`src/rtl/ppPkg.sv`:
```
package ppPkg;

  typedef enum logic [1:0] {
    ST_OK    = 2'd0,
    ST_FIXED = 2'd1,
    ST_FAIL  = 2'd2,
    ST_ADDR  = 2'd3
  } doneCodeT;

  typedef enum logic [1:0] {
    AOP_MLC  = 2'd0,
    AOP_SLC  = 2'd1,
    AOP_PROG = 2'd2
  } arrOpT;

  typedef enum logic [1:0] {
    S_IDLE,
    S_ISSUE,
    S_WAIT,
    S_DONE
  } ctrlStateT;

  typedef struct packed {
    logic     latch;
    logic     retry;
    logic     finish;
    doneCodeT code;
  } ctrlStrobeT;

endpackage

```
`src/rtl/ppDatapath.sv`:
```
module ppDatapath
  import ppPkg::*;
#(
  parameter int WL_COUNT = 64,
  parameter int PAGE_W   = 10,
  parameter int WL_W     = 6
) (
  input  logic                   clk,
  input  logic                   rstN,
  input  ctrlStrobeT             strb,
  input  logic                   cmdOp,
  input  logic [PAGE_W-1:0]      cmdPage,
  input  logic [WL_W-1:0]        mapWl,
  output logic                   inBad,
  output logic                   regMsb,
  output logic                   regProt,
  output logic                   retried,
  output logic [1:0]             arrOp,
  output logic [WL_W-1:0]        arrWl,
  output logic                   arrOdd,
  output logic                   arrMsb,
  output logic [1:0]             doneStatus,
  output logic                   stickyFail,
  output logic [3:0][PAGE_W-1:0] mapPages
);

  localparam int EXT = PAGE_W + 1;

  logic [EXT-1:0] pageExt;
  logic           decMsb;
  logic [EXT-1:0] wlFull;
  logic [WL_W-1:0] regWl;
  logic           regOdd;
  doneCodeT       statusReg;
  logic           stickyReg;

  // Page decode: upper pages have bit 1 clear and are 4 or more.
  assign pageExt = {1'b0, cmdPage};
  assign decMsb  = ~cmdPage[1] & (|cmdPage[PAGE_W-1:2]);
  assign wlFull  = decMsb ? ((pageExt >> 2) - EXT'(1)) : ((pageExt + EXT'(2)) >> 2);
  assign inBad   = (wlFull >= EXT'(WL_COUNT)) | (cmdOp & decMsb);

  always_ff @(posedge clk) begin
    if (!rstN) begin
      regWl     <= '0;
      regOdd    <= 1'b0;
      regMsb    <= 1'b0;
      regProt   <= 1'b0;
      retried   <= 1'b0;
      statusReg <= ST_OK;
      stickyReg <= 1'b0;
    end else begin
      if (strb.latch) begin
        regWl   <= wlFull[WL_W-1:0];
        regOdd  <= cmdPage[0];
        regMsb  <= decMsb;
        regProt <= cmdOp;
        retried <= 1'b0;
      end
      if (strb.retry) retried <= 1'b1;
      if (strb.finish) begin
        statusReg <= strb.code;
        if (strb.code == ST_FAIL) stickyReg <= 1'b1;
      end
    end
  end

  always_comb begin
    if (regProt)      arrOp = AOP_PROG;
    else if (retried) arrOp = AOP_SLC;
    else              arrOp = AOP_MLC;
  end

  assign arrWl      = regWl;
  assign arrOdd     = regOdd;
  assign arrMsb     = regMsb | regProt;
  assign doneStatus = statusReg;
  assign stickyFail = stickyReg;

  // Reverse lookup: one adder per page slot.
  for (genvar i = 0; i < 4; i++) begin : g_map
    localparam int LOW = (i < 2) ? i : i + 2;
    localparam int OFS = (i < 2) ? i - 2 : i + 2;
    logic [PAGE_W-1:0] base;
    assign base        = PAGE_W'({mapWl, 2'b00});
    assign mapPages[i] = (mapWl == '0) ? PAGE_W'(LOW) : base + PAGE_W'(OFS);
  end


  sticky_hold_chk: assert property (@(posedge clk) disable iff (!rstN)
    stickyFail |=> stickyFail);

endmodule

```
`src/rtl/ppControl.sv`:
```
module ppControl
  import ppPkg::*;
(
  input  logic       clk,
  input  logic       rstN,
  input  logic       cmdValid,
  output logic       cmdReady,
  output logic       busy,
  output logic       done,
  input  logic       inBad,
  input  logic       regMsb,
  input  logic       regProt,
  input  logic       retried,
  output logic       arrCmdValid,
  input  logic       arrCmdReady,
  input  logic       arrRspValid,
  input  logic       arrRspUncorr,
  input  logic       arrRspFlag,
  output ctrlStrobeT strb
);

  ctrlStateT state, nextState;

  always_ff @(posedge clk) begin
    if (!rstN) state <= S_IDLE;
    else       state <= nextState;
  end

  always_comb begin
    nextState = state;
    strb      = '0;
    strb.code = ST_OK;
    unique case (state)
      S_IDLE: begin
        if (cmdValid) begin
          strb.latch = 1'b1;
          if (inBad) begin
            strb.finish = 1'b1;
            strb.code   = ST_ADDR;
            nextState   = S_DONE;
          end else begin
            nextState = S_ISSUE;
          end
        end
      end
      S_ISSUE: begin
        if (arrCmdReady) nextState = S_WAIT;
      end
      S_WAIT: begin
        if (arrRspValid) begin
          if (regProt) begin
            strb.finish = 1'b1;
            strb.code   = ST_OK;
            nextState   = S_DONE;
          end else if (!arrRspUncorr) begin
            strb.finish = 1'b1;
            strb.code   = retried ? ST_FIXED : ST_OK;
            nextState   = S_DONE;
          end else if (!regMsb && arrRspFlag && !retried) begin
            strb.retry = 1'b1;
            nextState  = S_ISSUE;
          end else begin
            strb.finish = 1'b1;
            strb.code   = ST_FAIL;
            nextState   = S_DONE;
          end
        end
      end
      S_DONE: nextState = S_IDLE;
      default: nextState = S_IDLE;
    endcase
  end

  assign cmdReady    = (state == S_IDLE);
  assign busy        = (state != S_IDLE);
  assign done        = (state == S_DONE);
  assign arrCmdValid = (state == S_ISSUE);


  done_pulse_chk: assert property (@(posedge clk) disable iff (!rstN)
    done |=> !done);


  accept_busy_chk: assert property (@(posedge clk) disable iff (!rstN)
    (cmdValid && cmdReady) |=> busy);


  issue_hold_chk: assert property (@(posedge clk) disable iff (!rstN)
    (arrCmdValid && !arrCmdReady) |=> arrCmdValid);


  bad_no_issue_chk: assert property (@(posedge clk) disable iff (!rstN)
    (cmdValid && cmdReady && inBad) |=> (!arrCmdValid && done));

endmodule

```
`src/rtl/pairedPageCtrl.sv`:
```
module pairedPageCtrl
  import ppPkg::*;
#(
  parameter int WL_COUNT = 64,
  parameter int PAGE_W   = $clog2(4 * WL_COUNT + 2) + 1,
  localparam int WL_W    = $clog2(WL_COUNT)
) (
  input  logic                   clk,
  input  logic                   rstN,
  input  logic                   cmdValid,
  output logic                   cmdReady,
  input  logic                   cmdOp,
  input  logic [PAGE_W-1:0]      cmdPage,
  output logic                   busy,
  output logic                   done,
  output logic [1:0]             doneStatus,
  output logic                   stickyFail,
  output logic                   arrCmdValid,
  input  logic                   arrCmdReady,
  output logic [1:0]             arrOp,
  output logic [WL_W-1:0]        arrWl,
  output logic                   arrOdd,
  output logic                   arrMsb,
  input  logic                   arrRspValid,
  input  logic                   arrRspUncorr,
  input  logic                   arrRspFlag,
  input  logic [WL_W-1:0]        mapWl,
  output logic [3:0][PAGE_W-1:0] mapPages
);

  ctrlStrobeT strb;
  logic inBad, regMsb, regProt, retried;

  ppControl u_ctrl (
    .clk          (clk),
    .rstN         (rstN),
    .cmdValid     (cmdValid),
    .cmdReady     (cmdReady),
    .busy         (busy),
    .done         (done),
    .inBad        (inBad),
    .regMsb       (regMsb),
    .regProt      (regProt),
    .retried      (retried),
    .arrCmdValid  (arrCmdValid),
    .arrCmdReady  (arrCmdReady),
    .arrRspValid  (arrRspValid),
    .arrRspUncorr (arrRspUncorr),
    .arrRspFlag   (arrRspFlag),
    .strb         (strb)
  );

  ppDatapath #(
    .WL_COUNT (WL_COUNT),
    .PAGE_W   (PAGE_W),
    .WL_W     (WL_W)
  ) u_dp (
    .clk        (clk),
    .rstN       (rstN),
    .strb       (strb),
    .cmdOp      (cmdOp),
    .cmdPage    (cmdPage),
    .mapWl      (mapWl),
    .inBad      (inBad),
    .regMsb     (regMsb),
    .regProt    (regProt),
    .retried    (retried),
    .arrOp      (arrOp),
    .arrWl      (arrWl),
    .arrOdd     (arrOdd),
    .arrMsb     (arrMsb),
    .doneStatus (doneStatus),
    .stickyFail (stickyFail),
    .mapPages   (mapPages)
  );


  fail_sets_sticky_chk: assert property (@(posedge clk) disable iff (!rstN)
    (done && doneStatus == 2'd2) |-> stickyFail);


  issue_fields_chk: assert property (@(posedge clk) disable iff (!rstN)
    (arrCmdValid && !arrCmdReady) |=> ($stable(arrWl) && $stable(arrOdd) && $stable(arrOp)));

endmodule

```
`config.mk`:
```
export PLATFORM = sky130hd
export DESIGN_NAME = pairedPageCtrl
export DESIGN_NICKNAME = d
export VERILOG_FILES = /design/src/rtl/ppPkg.sv /design/src/rtl/ppDatapath.sv /design/src/rtl/ppControl.sv /design/src/rtl/pairedPageCtrl.sv
export SDC_FILE = /design/constraint.sdc
export NUM_CORES = 1
export LEC_CHECK = 0
export ABC_AREA = 0
export BUFFER_PORTS_ARGS = -buffer_cell sky130_fd_sc_hd__clkbuf_2
export CAP_MARGIN = 30
export CORE_MARGIN = 1
export CORE_UTILIZATION = 31
export CTS_BUF_LIST = sky130_fd_sc_hd__clkbuf_8
export DETAILED_ROUTE_END_ITERATION = 7
export GPL_TIMING_DRIVEN = 0
export PLACE_DENSITY_LB_ADDON = 0.25
export SLEW_MARGIN = 25
export SYNTH_ARGS = -nofsm -noshare
export SYNTH_HDL_FRONTEND = slang
export SYNTH_SLANG_ARGS = --single-unit
```
`constraint.sdc`:
```
create_clock -name clk -period 3.47 [get_ports clk]
set_input_delay 0.347 -clock clk [delete_from_list [all_inputs] [get_ports clk]]
set_output_delay 0.347 -clock clk [all_outputs]
set_load 0.05 [all_outputs]
```
==> flow_summary.yaml <==
run_status:
  status: "finished, final reports clean"
clock_tree:
  clkTransAtPathRegs_ps: 70
  cts_tree: "yes"
  cts_hold_buf: 0
  clk_path_buf_depth: 2
  cts.sinks: 15
  numCtsBuffers: 3
  h-tree-depth: 1
  clock_latency_ps: 250
  cts_resized: 0
  root_buffer: "clkbuf_8"
  cts_setup_buffers: 0
grt:
  grt_pass1_vias: 1291
  grt-ovfl-total: 0
  antenna_found_initial: 0
  grt_start_max_net_pins: 11
  grt_usage_pct: 14.5
  grt_pass1_wl_um: 6020
drt:
  wl_met1_um: 1860
  drt_first_pass_iters: 4
  dr_total_vias: 1603
  dr_wl_met2_um: 1680
  wl_um: 3770
  drcViolationCount: 0
  viasPerCell: 4.59
  highest_layer: "met4"
  drtAntennaViolNets: 0
  wire_per_inst_um: 10.8
  drtIter0Drc: 50
  route.met3.wl_um: 212
die:
  die-area_mm2: 0.00521
  initial_utilization_pct: 32.3
  die_w_um: 72.2
  die_h_um: 72.2
  core_region_area_mm2: 0.00472
  io_pins: 81
  rows: 25
yosys:
  synth.most_common_cell: "buf_4"
  synth_fa_ha_area_share_pct: 4.10
  ys_warn_count: 0
  synth_top_family_by_area: "simple AND/OR/NAND/NOR gates"
  synth_compound_area_share_pct: 20.2
  synth_edf_count: 0
  avgSynthCellArea_um2: 7.52
  syn_area_mm2: 0.00153
  yosysUniqueCellTypes: 57
  ys.flop_type: "dfxtp_1"
  async_flop_share_pct: 0
  synth_common_cells: "26 x buf_4, 16 x nand2_1, 16 x nor2_1"
  yosysTopAreaCellShare_pct: 19.7
  muxShareOfSynthArea_pct: 0.656
  yosys.area_share.xor_xnor_pct: 3.44
  synthSimpleGateAreaFrac_pct: 33.6
  ys_top_cells_by_area: "dfxtp_1 20%, buf_4 13%, ha_1 4.1%"
  yosysTopAreaCell: "dfxtp_1"
  yosysSeqAreaShare_pct: 19.7
  ys_ff_latch: 15
  netlist_instances: 203
run:
  maxCapViolCount: 0
worst_setup_path:
  cp-end-kind: "primary output"
  crit_type: "input port to primary output"
  reg2regPathDepth: 6
  crit_path_start_kind: "input port"
  worstPathArrival_ps: 1730
  critPathMaxFanout: 9
  required_ps: 3120
timing:
  drv_slew: 0
  finalSetupViolations: 0
  hold_ws_ps: 318
  fin_crit_sh_pct: 59.8
  min_period_ps: 2070
  tns_ps: 0
  rsz0062_at_grt: "false"
  hold_viol_final: 0
  fin_worst_skew_ps: 1.65
  fmax_mhz: 482
hold_path:
  hold_depth: 3
  hold_class: "input port to flop"
cells_and_area:
  nNetsFinal: 312
  fill_cells: 504
  seq_area_um2: 300
  area_growth_pct: 32.5
  fin_util_pct: 42.8
  diodes: 0
  layout-drive-gt1-share_pct: 40.1
  multi_input_area_um2: 983
power_and_ir_drop:
  leakage_nw: 1.00
  power.total_mw: 0.741
  power.density_mw_per_mm2: 367
  vdd_drop_max_uv: 164
place:
  gp_congestion: 0.873
  hpwl_um: 3000
  port_buffers: 67
## per-layer routing
| metal | up-vias | GRT usage, % |
|---|---|---|
| met5 | - | 0 |
| met4 | 0 | 3.27 |
| met3 | 2 | 3.33 |
| met2 | 55 | 23.1 |
| met1 | 699 | 19.8 |
| li1 | 847 | - |
## placed cells by master (no fill, tap or decap), types with 3 or more instances in the layout
cell type,n
clkbuf_2,67
buf_4,26
nor2_1,16
nand2_1,16
dfxtp_1,15
inv_1,10
a21oi_1,10
conb_1,10
nor3_1,8
nand3_1,8
nand2b_1,5
xnor2_1,5
and3_1,5
o31ai_1,5
o211ai_1,5
ha_1,5
or3_1,4
and2_1,3
clkbuf_8,3
## cells by family (layout without fill, tap and decap cells)
kind of cell,count (synthesis),after routing
AOI/OAI and AO/OA,43,43
xor gates and xnor gates,6,6
adders and majority gates,5,5
buffers and inverters,44,115
DFF,15,15
muxes,1,1
other,2,10
and+or+nand+nor,87,87
## where the power goes
group / internal, mW / switching, mW
Combinational: 0.109 / 0.286
Clock: 0.0795 / 0.0662
Sequential: 0.189 / 0.0120
## metrics by stage
stage / cells / worst slack [ps] / area (um^2)
2_1_floorplan: 211 / 463 / 1560
3_3_place_gp: 345 / 1390 / 1980
3_5_place_dp: 345 / 1390 / 1980
4_1_cts: 349 / 1400 / 2020
5_1_grt: 349 / 1230 / 2020
6_report: 349 / 1400 / 2020
## final cells by class
class | instances | area share [%]
multi-input combinational | 152 | 48.6
timing repair buffer | 67 | 16.6
sequential | 15 | 14.9
buffer | 31 | 11.1
tap | 67 | 4.15
inverter | 13 | 2.41
clock buffer | 3 | 2.04
clock inverter | 1 | 0.248
## state kept, by name (all words and copies together), names as in the netlist
signal	flops
u_ctrl.state	2
u_dp.arrOdd	1
u_dp.arrWl	6
u_dp.doneStatus	2
u_dp.regMsb	1
u_dp.regProt	1
u_dp.retried	1
u_dp.stickyFail	1
## critical path, stage by stage
cell,delay (ps)
clkbuf_1,180
nor4_1,400
and2_1,290
inv_2,60
nand2_1,90
buf_4,100
clkbuf_2,260
## final timing paths
kind | startpoint | end | slack [ps]
worst max-delay path | mapWl[2] | mapPages[32] | 1400
worst min register to register | u_dp.arrOdd$_SDFFE_PN0P_ | u_dp.arrOdd$_SDFFE_PN0P_ | 460
worst min-delay path | cmdPage[0] | u_dp.arrOdd$_SDFFE_PN0P_ | 320
worst max register to register | u_ctrl.state[0]$_SDFFE_PN0P_ | u_dp.arrWl[5]$_SDFFE_PN0P_ | 1900
No activity file was read; power rests on OpenSTA's default activity.
